File: src/rtl/usb_lp_pkg.sv
package usb_lp_pkg;

    typedef enum logic [4:0] {
        ST_ACT  = 5'b00001,
        ST_PEND = 5'b00010,
        ST_SUSP = 5'b00100,
        ST_L1   = 5'b01000,
        ST_L2   = 5'b10000
    } lp_state_e;

    typedef struct packed {
        lp_state_e st;
        logic      susp_en;
        logic      susp_rdy;
        logic      wake_flag;
        logic      clk_gate;
        logic      xcvr_lp;
        logic      sof_en;
        logic      l1_busy;
        logic      rwake;
        logic      resume;
    } lp_regs_t;

endpackage

File: src/rtl/usb_lp_sync.sv
module usb_lp_sync #(
    parameter int STAGES = 2
) (
    input  logic clk,
    input  logic rst_n,
    input  logic din,
    output logic dout
);
    logic [STAGES-1:0] sh_d, sh_q;

    generate
        if (STAGES > 1) begin : g_multi
            always_comb sh_d = {sh_q[STAGES-2:0], din};
        end else begin : g_single
            always_comb sh_d = din;
        end
    endgenerate

    always_ff @(posedge clk or negedge rst_n) begin
        if (!rst_n) sh_q <= '0;
        else        sh_q <= sh_d;
    end

    assign dout = sh_q[STAGES-1];
endmodule

File: src/rtl/usb_lp_idle_mon.sv
module usb_lp_idle_mon #(
    parameter int LIMIT = 3000
) (
    input  logic clk,
    input  logic rst_n,
    input  logic enable,
    input  logic activity,
    output logic irq
);
    localparam int CNT_W = $clog2(LIMIT + 1);
    localparam logic [CNT_W-1:0] LAST = CNT_W'(LIMIT - 1);
    localparam logic [CNT_W-1:0] TOP  = CNT_W'(LIMIT);

    logic [CNT_W-1:0] cnt_d, cnt_q;
    logic             irq_d, irq_q;

    always_comb begin
        cnt_d = cnt_q;
        irq_d = 1'b0;
        if (!enable || activity) begin
            cnt_d = '0;
        end else if (cnt_q != TOP) begin
            cnt_d = cnt_q + 1'b1;
            irq_d = (cnt_q == LAST);
        end
    end

    always_ff @(posedge clk or negedge rst_n) begin
        if (!rst_n) begin
            cnt_q <= '0;
            irq_q <= 1'b0;
        end else begin
            cnt_q <= cnt_d;
            irq_q <= irq_d;
        end
    end

    assign irq = irq_q;

    // the interrupt is a single-cycle pulse
    p_idle_pulse_r2: assert property (@(posedge clk) disable iff (!rst_n)
        irq_q |=> !irq_q);
    // a pulse needs the counter to be saturated at its top
    p_idle_sat_r2: assert property (@(posedge clk) disable iff (!rst_n)
        irq_q |-> (cnt_q == TOP || cnt_q == '0));
endmodule

File: src/rtl/usb_lp_res_timer.sv
module usb_lp_res_timer #(
    parameter int TICK_CYC = 48,
    parameter int DUR_W    = 8
) (
    input  logic             clk,
    input  logic             rst_n,
    input  logic             start,
    input  logic             abort,
    input  logic [DUR_W-1:0] dur_us,
    output logic             done
);
    localparam int PRE_W = $clog2(TICK_CYC + 1);
    localparam logic [PRE_W-1:0] PRE_LAST = PRE_W'(TICK_CYC - 1);

    logic             run_d, run_q;
    logic [PRE_W-1:0] pre_d, pre_q;
    logic [DUR_W-1:0] rem_d, rem_q;
    logic             wrap;

    assign wrap = (pre_q == PRE_LAST);

    always_comb begin
        run_d = run_q;
        pre_d = pre_q;
        rem_d = rem_q;
        if (start) begin
            run_d = 1'b1;
            pre_d = '0;
            rem_d = (dur_us == '0) ? DUR_W'(1) : dur_us;
        end else if (abort) begin
            run_d = 1'b0;
        end else if (run_q) begin
            if (wrap) begin
                pre_d = '0;
                if (rem_q == DUR_W'(1)) run_d = 1'b0;
                else                    rem_d = rem_q - 1'b1;
            end else begin
                pre_d = pre_q + 1'b1;
            end
        end
    end

    always_ff @(posedge clk or negedge rst_n) begin
        if (!rst_n) begin
            run_q <= 1'b0;
            pre_q <= '0;
            rem_q <= '0;
        end else begin
            run_q <= run_d;
            pre_q <= pre_d;
            rem_q <= rem_d;
        end
    end

    assign done = run_q && wrap && (rem_q == DUR_W'(1)) && !abort;

    // a running timer never holds a zero remaining count
    p_rem_live_r6: assert property (@(posedge clk) disable iff (!rst_n)
        run_q |-> rem_q != '0);
    // completion ends the run
    p_done_stop_r7: assert property (@(posedge clk) disable iff (!rst_n)
        (done && !start) |=> !run_q);
endmodule

File: src/rtl/usb_lp_seq.sv
module usb_lp_seq
    import usb_lp_pkg::*;
#(
    parameter int TICK_CYC = 48,
    parameter int IDLE_US  = 3000,
    parameter int RWAKE_US = 50,
    parameter int BESL_W   = 8
) (
    input  logic              clk,
    input  logic              rst_n,
    input  logic              host_mode,
    input  logic              pwr_down,
    input  logic              susp_req,
    input  logic              l1_req,
    input  logic              l2_hold,
    input  logic [BESL_W-1:0] besl_us,
    input  logic              bus_act,
    input  logic              xact_busy,
    input  logic              wake_async,
    input  logic              wake_ack,
    output logic              idle_irq,
    output logic              susp_en,
    output logic              susp_rdy,
    output logic              wake_flag,
    output logic              clk_gate,
    output logic              xcvr_lp,
    output logic              sof_en,
    output logic              l1_busy,
    output logic              rwake_drv,
    output logic              resume_drv
);
    localparam int RW_W  = $clog2(RWAKE_US + 1);
    localparam int DUR_W = (RW_W > BESL_W) ? RW_W : BESL_W;
    localparam int IDLE_LIMIT = IDLE_US * TICK_CYC;

    lp_regs_t         q, d;
    logic             wake_s;
    logic             tmr_start, tmr_done;
    logic             wake_hit;
    logic [DUR_W-1:0] dur_sel;
    logic             idle_en;

    usb_lp_sync #(.STAGES(2)) u_sync (
        .clk  (clk),
        .rst_n(rst_n),
        .din  (wake_async),
        .dout (wake_s)
    );

    assign idle_en = !host_mode && (q.st == ST_ACT) && !pwr_down;

    usb_lp_idle_mon #(.LIMIT(IDLE_LIMIT)) u_idle (
        .clk     (clk),
        .rst_n   (rst_n),
        .enable  (idle_en),
        .activity(bus_act),
        .irq     (idle_irq)
    );

    assign dur_sel = host_mode ? DUR_W'(besl_us) : DUR_W'(RWAKE_US);

    usb_lp_res_timer #(.TICK_CYC(TICK_CYC), .DUR_W(DUR_W)) u_tmr (
        .clk   (clk),
        .rst_n (rst_n),
        .start (tmr_start),
        .abort (pwr_down),
        .dur_us(dur_sel),
        .done  (tmr_done)
    );

    always_comb begin
        d         = q;
        tmr_start = 1'b0;
        wake_hit  = 1'b0;
        if (pwr_down) begin
            d.st      = ST_ACT;
            d.susp_en = 1'b0;
        end else begin
            case (q.st)
                ST_ACT: begin
                    if (susp_req) begin
                        d.susp_en = 1'b1;
                        d.st      = ST_PEND;
                    end else if (l1_req) begin
                        d.st      = ST_L1;
                        tmr_start = 1'b1;
                    end else if (l2_hold) begin
                        d.st = ST_L2;
                    end
                end
                ST_PEND: if (!(host_mode && xact_busy)) d.st = ST_SUSP;
                ST_SUSP: begin
                    if (wake_s) begin
                        d.st      = ST_ACT;
                        d.susp_en = 1'b0;
                        wake_hit  = 1'b1;
                    end
                end
                ST_L1:   if (tmr_done) d.st = ST_ACT;
                ST_L2:   if (!l2_hold) d.st = ST_ACT;
                default: d.st = ST_ACT;
            endcase
        end
        d.wake_flag = wake_hit || (q.wake_flag && !wake_ack);
        d.clk_gate  = (d.st == ST_SUSP);
        d.xcvr_lp   = (d.st == ST_SUSP) || pwr_down;
        d.susp_rdy  = (q.st == ST_SUSP) && (d.st == ST_SUSP);
        d.sof_en    = host_mode && (d.st == ST_ACT) && !pwr_down;
        d.l1_busy   = (d.st == ST_L1);
        d.rwake     = !host_mode && ((d.st == ST_L1) || (d.st == ST_L2));
        d.resume    = host_mode && ((d.st == ST_L1) || (d.st == ST_L2));
    end

    always_ff @(posedge clk or negedge rst_n) begin
        if (!rst_n) begin
            q    <= '0;
            q.st <= ST_ACT;
        end else begin
            q <= d;
        end
    end

    assign susp_en    = q.susp_en;
    assign susp_rdy   = q.susp_rdy;
    assign wake_flag  = q.wake_flag;
    assign clk_gate   = q.clk_gate;
    assign xcvr_lp    = q.xcvr_lp;
    assign sof_en     = q.sof_en;
    assign l1_busy    = q.l1_busy;
    assign rwake_drv  = q.rwake;
    assign resume_drv = q.resume;

    // exactly one state bit is hot
    p_onehot_r10: assert property (@(posedge clk) disable iff (!rst_n)
        $countones(q.st) == 1);
    // signalling and gating never overlap
    p_excl_r10: assert property (@(posedge clk) disable iff (!rst_n)
        $countones({rwake_drv, resume_drv, clk_gate}) <= 1);
    // readiness follows gating that already took effect
    p_rdy_after_gate_r3: assert property (@(posedge clk) disable iff (!rst_n)
        $rose(susp_rdy) |-> $past(clk_gate));
    // frame generation is off once suspend is requested
    p_sof_stop_r4: assert property (@(posedge clk) disable iff (!rst_n)
        $rose(susp_en) |-> !sof_en);
    // no gating while a host transaction is in flight
    p_busy_hold_r4: assert property (@(posedge clk) disable iff (!rst_n)
        (q.st == ST_PEND && host_mode && xact_busy && !pwr_down) |=> !clk_gate);
    // request and acknowledge clear together with the flag
    p_wake_clear_r5: assert property (@(posedge clk) disable iff (!rst_n)
        $rose(wake_flag) |-> (!susp_en && !susp_rdy && !clk_gate));
    // power-down detaches and halts everything
    p_pdown_r9: assert property (@(posedge clk) disable iff (!rst_n)
        pwr_down |=> (xcvr_lp && !sof_en && !rwake_drv && !resume_drv && !clk_gate && !susp_en));
endmodule

File: config.mk
export PLATFORM = sky130hd
export DESIGN_NAME = usb_lp_seq
export DESIGN_NICKNAME = d
export VERILOG_FILES = /design/src/rtl/usb_lp_pkg.sv /design/src/rtl/usb_lp_sync.sv /design/src/rtl/usb_lp_idle_mon.sv /design/src/rtl/usb_lp_res_timer.sv /design/src/rtl/usb_lp_seq.sv
export SDC_FILE = /design/constraint.sdc
export NUM_CORES = 1
export LEC_CHECK = 0
export ABC_AREA = 1
export BUFFER_PORTS_ARGS = -buffer_cell sky130_fd_sc_hd__buf_2
export CAP_MARGIN = 20
export CORE_MARGIN = 4
export CORE_UTILIZATION = 30
export DETAILED_ROUTE_END_ITERATION = 10
export SETUP_SLACK_MARGIN = 0.05
export SKIP_LAST_GASP = 1
export SYNTH_ARGS = -nofsm -noshare
export SYNTH_HDL_FRONTEND = slang
export SYNTH_SLANG_ARGS = --single-unit
File: constraint.sdc
create_clock -name clk -period 2.08 [get_ports clk]
set_clock_uncertainty 0.1 [all_clocks]
set_input_delay 0.208 -clock clk [delete_from_list [all_inputs] [get_ports clk]]
set_output_delay 0.208 -clock clk [all_outputs]
set_load 0.1 [all_outputs]
==> qor.yml <==
timing:
  hold_slack_ns: 0.07651
  hold_viol: 0
  fin_crit_sh: 0.8425
  tns_ns: 0
  fmax_mhz: 570.6
  period_minus_slack_ns: 1.752
  setup_viol: 0
  tightest_slew_ns: 0.5051
  maxSlewViolCount: 0
  maxSlewHeadroom: 0.6656
  fin_ws_ns: 0.3276
  rsz0062_at_grt: "false"
run_status:
  status: "completed"
yosys:
  synth_seq_cells: 50
  yosys.area_share.xor_xnor: 0.02809
  ys_warn_count: 0
  syn_area_per_cell_sq_um: 8.064
  muxShareOfSynthArea: 0
  synth_fa_ha_area_frac: 0.02229
  synth_nets: 372
  yosys.area.top_type: "dfrtp_1"
  yosysTopAreaCellShare: 0.4369
  ys_top_cells_by_area: "dfrtp_1, nand2_1, inv_1"
  ys_seq_area_frac: 0.4463
  syn_inst: 348
  synth_compound_area_frac: 0.1025
  syn-cell-area_sq_um: 2806
  synthDistinctLibCells: 36
  yosys.area_share.simple: 0.3179
  synth_top_family_by_area: "simple AND/OR/NAND/NOR gates"
placement:
  portBuffers: 28
  gp_congestion: 0.8266
  dp_hpwl_mm: 4.628
  place_ws_ns: 0.3303
die:
  start_util: 0.3066
  ios: 29
  std_cell_rows: 35
  coreArea_sq_um: 9153
  die_height_um: 104.7
  die-area_sq_um: 10970
  dieWidth_um: 104.7
critical_path:
  path_class: "register to register"
  required_ns: 2.17
  crit_fanout: 17
  arrival_ns: 1.84
  crit_path_end_kind: "register"
  startpoint_type: "register"
  rrSetupSlack_ns: 0.33
routing:
  wl_per_cell_um: 11.94
  vias_per_cell: 4.729
  drt_iter0_markers: 97
  postRouteAntennaNets: 0
  wl_mm: 5.958
  vias: 2360
  drt_pass1_iterations: 4
  drc: 0
global_routing:
  grt_pass1_wl_mm: 10.76
  overflow: 0
  grt_pass1_vias: 2416
  grt_antenna_before_repair: 0
  grt_use_total: 0.1174
  grt_max_degree: 41
run:
  max-cap-violations: 0
finish:
  drive_gt1_frac: 0.1856
  n_antenna_cell: 0
  syn_to_final_growth_pct: 15.51
  nets: 411
power_and_ir_drop:
  power_frac_comb: 0.252
  p_int_mw: 1.660
  power.switching_uw: 812.9
  switching_share: 0.3287
  ir_worst_vdd_v: 0.0003033
  clkPwrFrac: 0.275
  power_density_nw_per_um2: 762.9
  power_frac_seq: 0.473
  p_leak_nw: 1.560
clock_tree:
  clkTransAtPathRegs_ns: 0.09
  h-tree-depth: 2
  root_buffer: "clkbuf_8"
  numCtsBuffers: 5
  postCtsSetupBuffers: 0
  insertion_delay_ns: 0.30
  clkSinkCount: 50
  cts_tree: "done"
  clock_path_buffers: 2
worst_hold_path:
  hold_class: "primary input to register"
-- path summary, 6_finish.rpt --
kind	start	to	cells past startpoint
max	q[9]	u_tmr.rem_q[7]	9
min	besl_us[3]	u_tmr.rem_q[3]	3
max reg2reg	q[9]	u_tmr.rem_q[7]	9
min reg2reg	u_sync.sh_q[0]	u_sync.sh_q[1]	0
max in group asynchronous	rst_n	q[9]	3
min in group asynchronous	rst_n	u_idle.cnt_q[8]	2
-- through the flow --
| step | area (sq um) | total power, mW | instances | util |
|---|---|---|---|---|
| 2_1_floorplan | 2806 | 1.654 | 348 | - |
| 3_3_place_gp | 3105 | 1.803 | 488 | 0.3393 |
| 3_5_place_dp | 3105 | 1.813 | 488 | 0.3393 |
| 4_1_cts | 3242 | 2.506 | 499 | 0.3542 |
| 5_1_grt | 3242 | 2.653 | 499 | 0.3542 |
| 6_report | 3242 | 2.473 | 499 | 0.3542 |
-- power by group through the flow --
stage	logic [mW]	clock network, mW	registers (mW)
4_1_cts	0.634	0.703	1.17
3_3_place_gp	0.618	0	1.19
5_1_grt	0.717	0.749	1.19
3_5_place_dp	0.626	0	1.19
2_1_floorplan	0.402	0	1.25
6_report	0.623	0.680	1.17
-- cells by family after synthesis --
group | count (synthesis)
AND/OR/NAND/NOR | 174
buffers and inverters | 60
AO/OA/AOI/OAI | 50
flip-flops | 50
XOR/XNOR | 9
adder cells (fa/ha/maj) | 5
-- flip-flops by register name, indices dropped and copies added (netlist names), 2 cells and up --
name / count
u_sync.sh_q: 2
u_tmr.pre_q: 6
u_tmr.rem_q: 8
u_idle.cnt_q: 18
q: 5
-- worst max-delay path: stages (launching register included) --
cell and delay, ns:
dfstp_2 0.55, inv_2 0.05, nor2_4 0.09, nand3_4 0.11
nor3_4 0.19, nand2_4 0.18, inv_2 0.16, nand2_1 0.07
nand3_1 0.07, o21ai_0 0.07
-- metal layers --
layer  track usage  wire (um)  vias up
met4       0.02249         36        0
met2        0.2035       2948       41
met3       0.02718        225        5
li1              -          -     1199
met5             0          0        -
met1        0.1503       2748     1115
-- area by class of cell --
cell class	instances	area, sq um
Clock buffer	7	76.32
Clock inverter	1	30.03
Fill cell	968	5911
Inverter	58	217.7
Multi-Input combinational cell	238	1321
Sequential cell	50	1252
Tap cell	111	138.9
Timing Repair Buffer	34	205.2
-- cells in the final DEF (no fill, tap or decap), drive strengths merged --
| master | count |
|---|---|
| a211oi | 3 |
| a21o | 1 |
| a21oi | 18 |
| a31oi | 2 |
| buf | 31 |
| bufinv | 1 |
| clkbuf | 7 |
| dfrtp | 49 |
| dfstp | 1 |
| dlygate4sd3 | 3 |
| ha | 5 |
| inv | 58 |
| nand2 | 66 |
| nand3 | 36 |
| nand4 | 9 |
| nor2 | 48 |
| nor3 | 11 |
| nor3b | 1 |
| nor4 | 1 |
| o211a | 2 |
| o21a | 2 |
| o21ai | 21 |
| o22ai | 1 |
| or2 | 2 |
| xnor2 | 1 |
| xor2 | 8 |
-- cells in the mapped netlist --
master     n
a211oi_1   2
a211oi_2   1
a21o_1     1
a21oi_1   17
a21oi_2    1
a31oi_1    2
buf_6      1
clkbuf_1   1
dfrtp_1   49
dfstp_2    1
ha_1       5
inv_1     54
inv_2      4
nand2_1   59
nand2_2    6
nand2_4    1
nand3_1   31
nand3_2    4
nand3_4    1
nand4_1    9
nor2_1    39
nor2_2     4
nor2_4     5
nor3_1     6
nor3_2     2
nor3_4     3
nor3b_1    1
nor4_1     1
o211a_1    2
o21a_1     2
o21ai_0   19
o21ai_1    2
o22ai_1    1
or2_2      2
xnor2_1    1
xor2_1     8
-- repair_timing --
item / in CTS / in global routing
gates resized for setup: 0 / 0
hold buffers: 3 / 0
endpoints found under the hold margin: 12 / 0
Power figures use the tool's default switching activity.
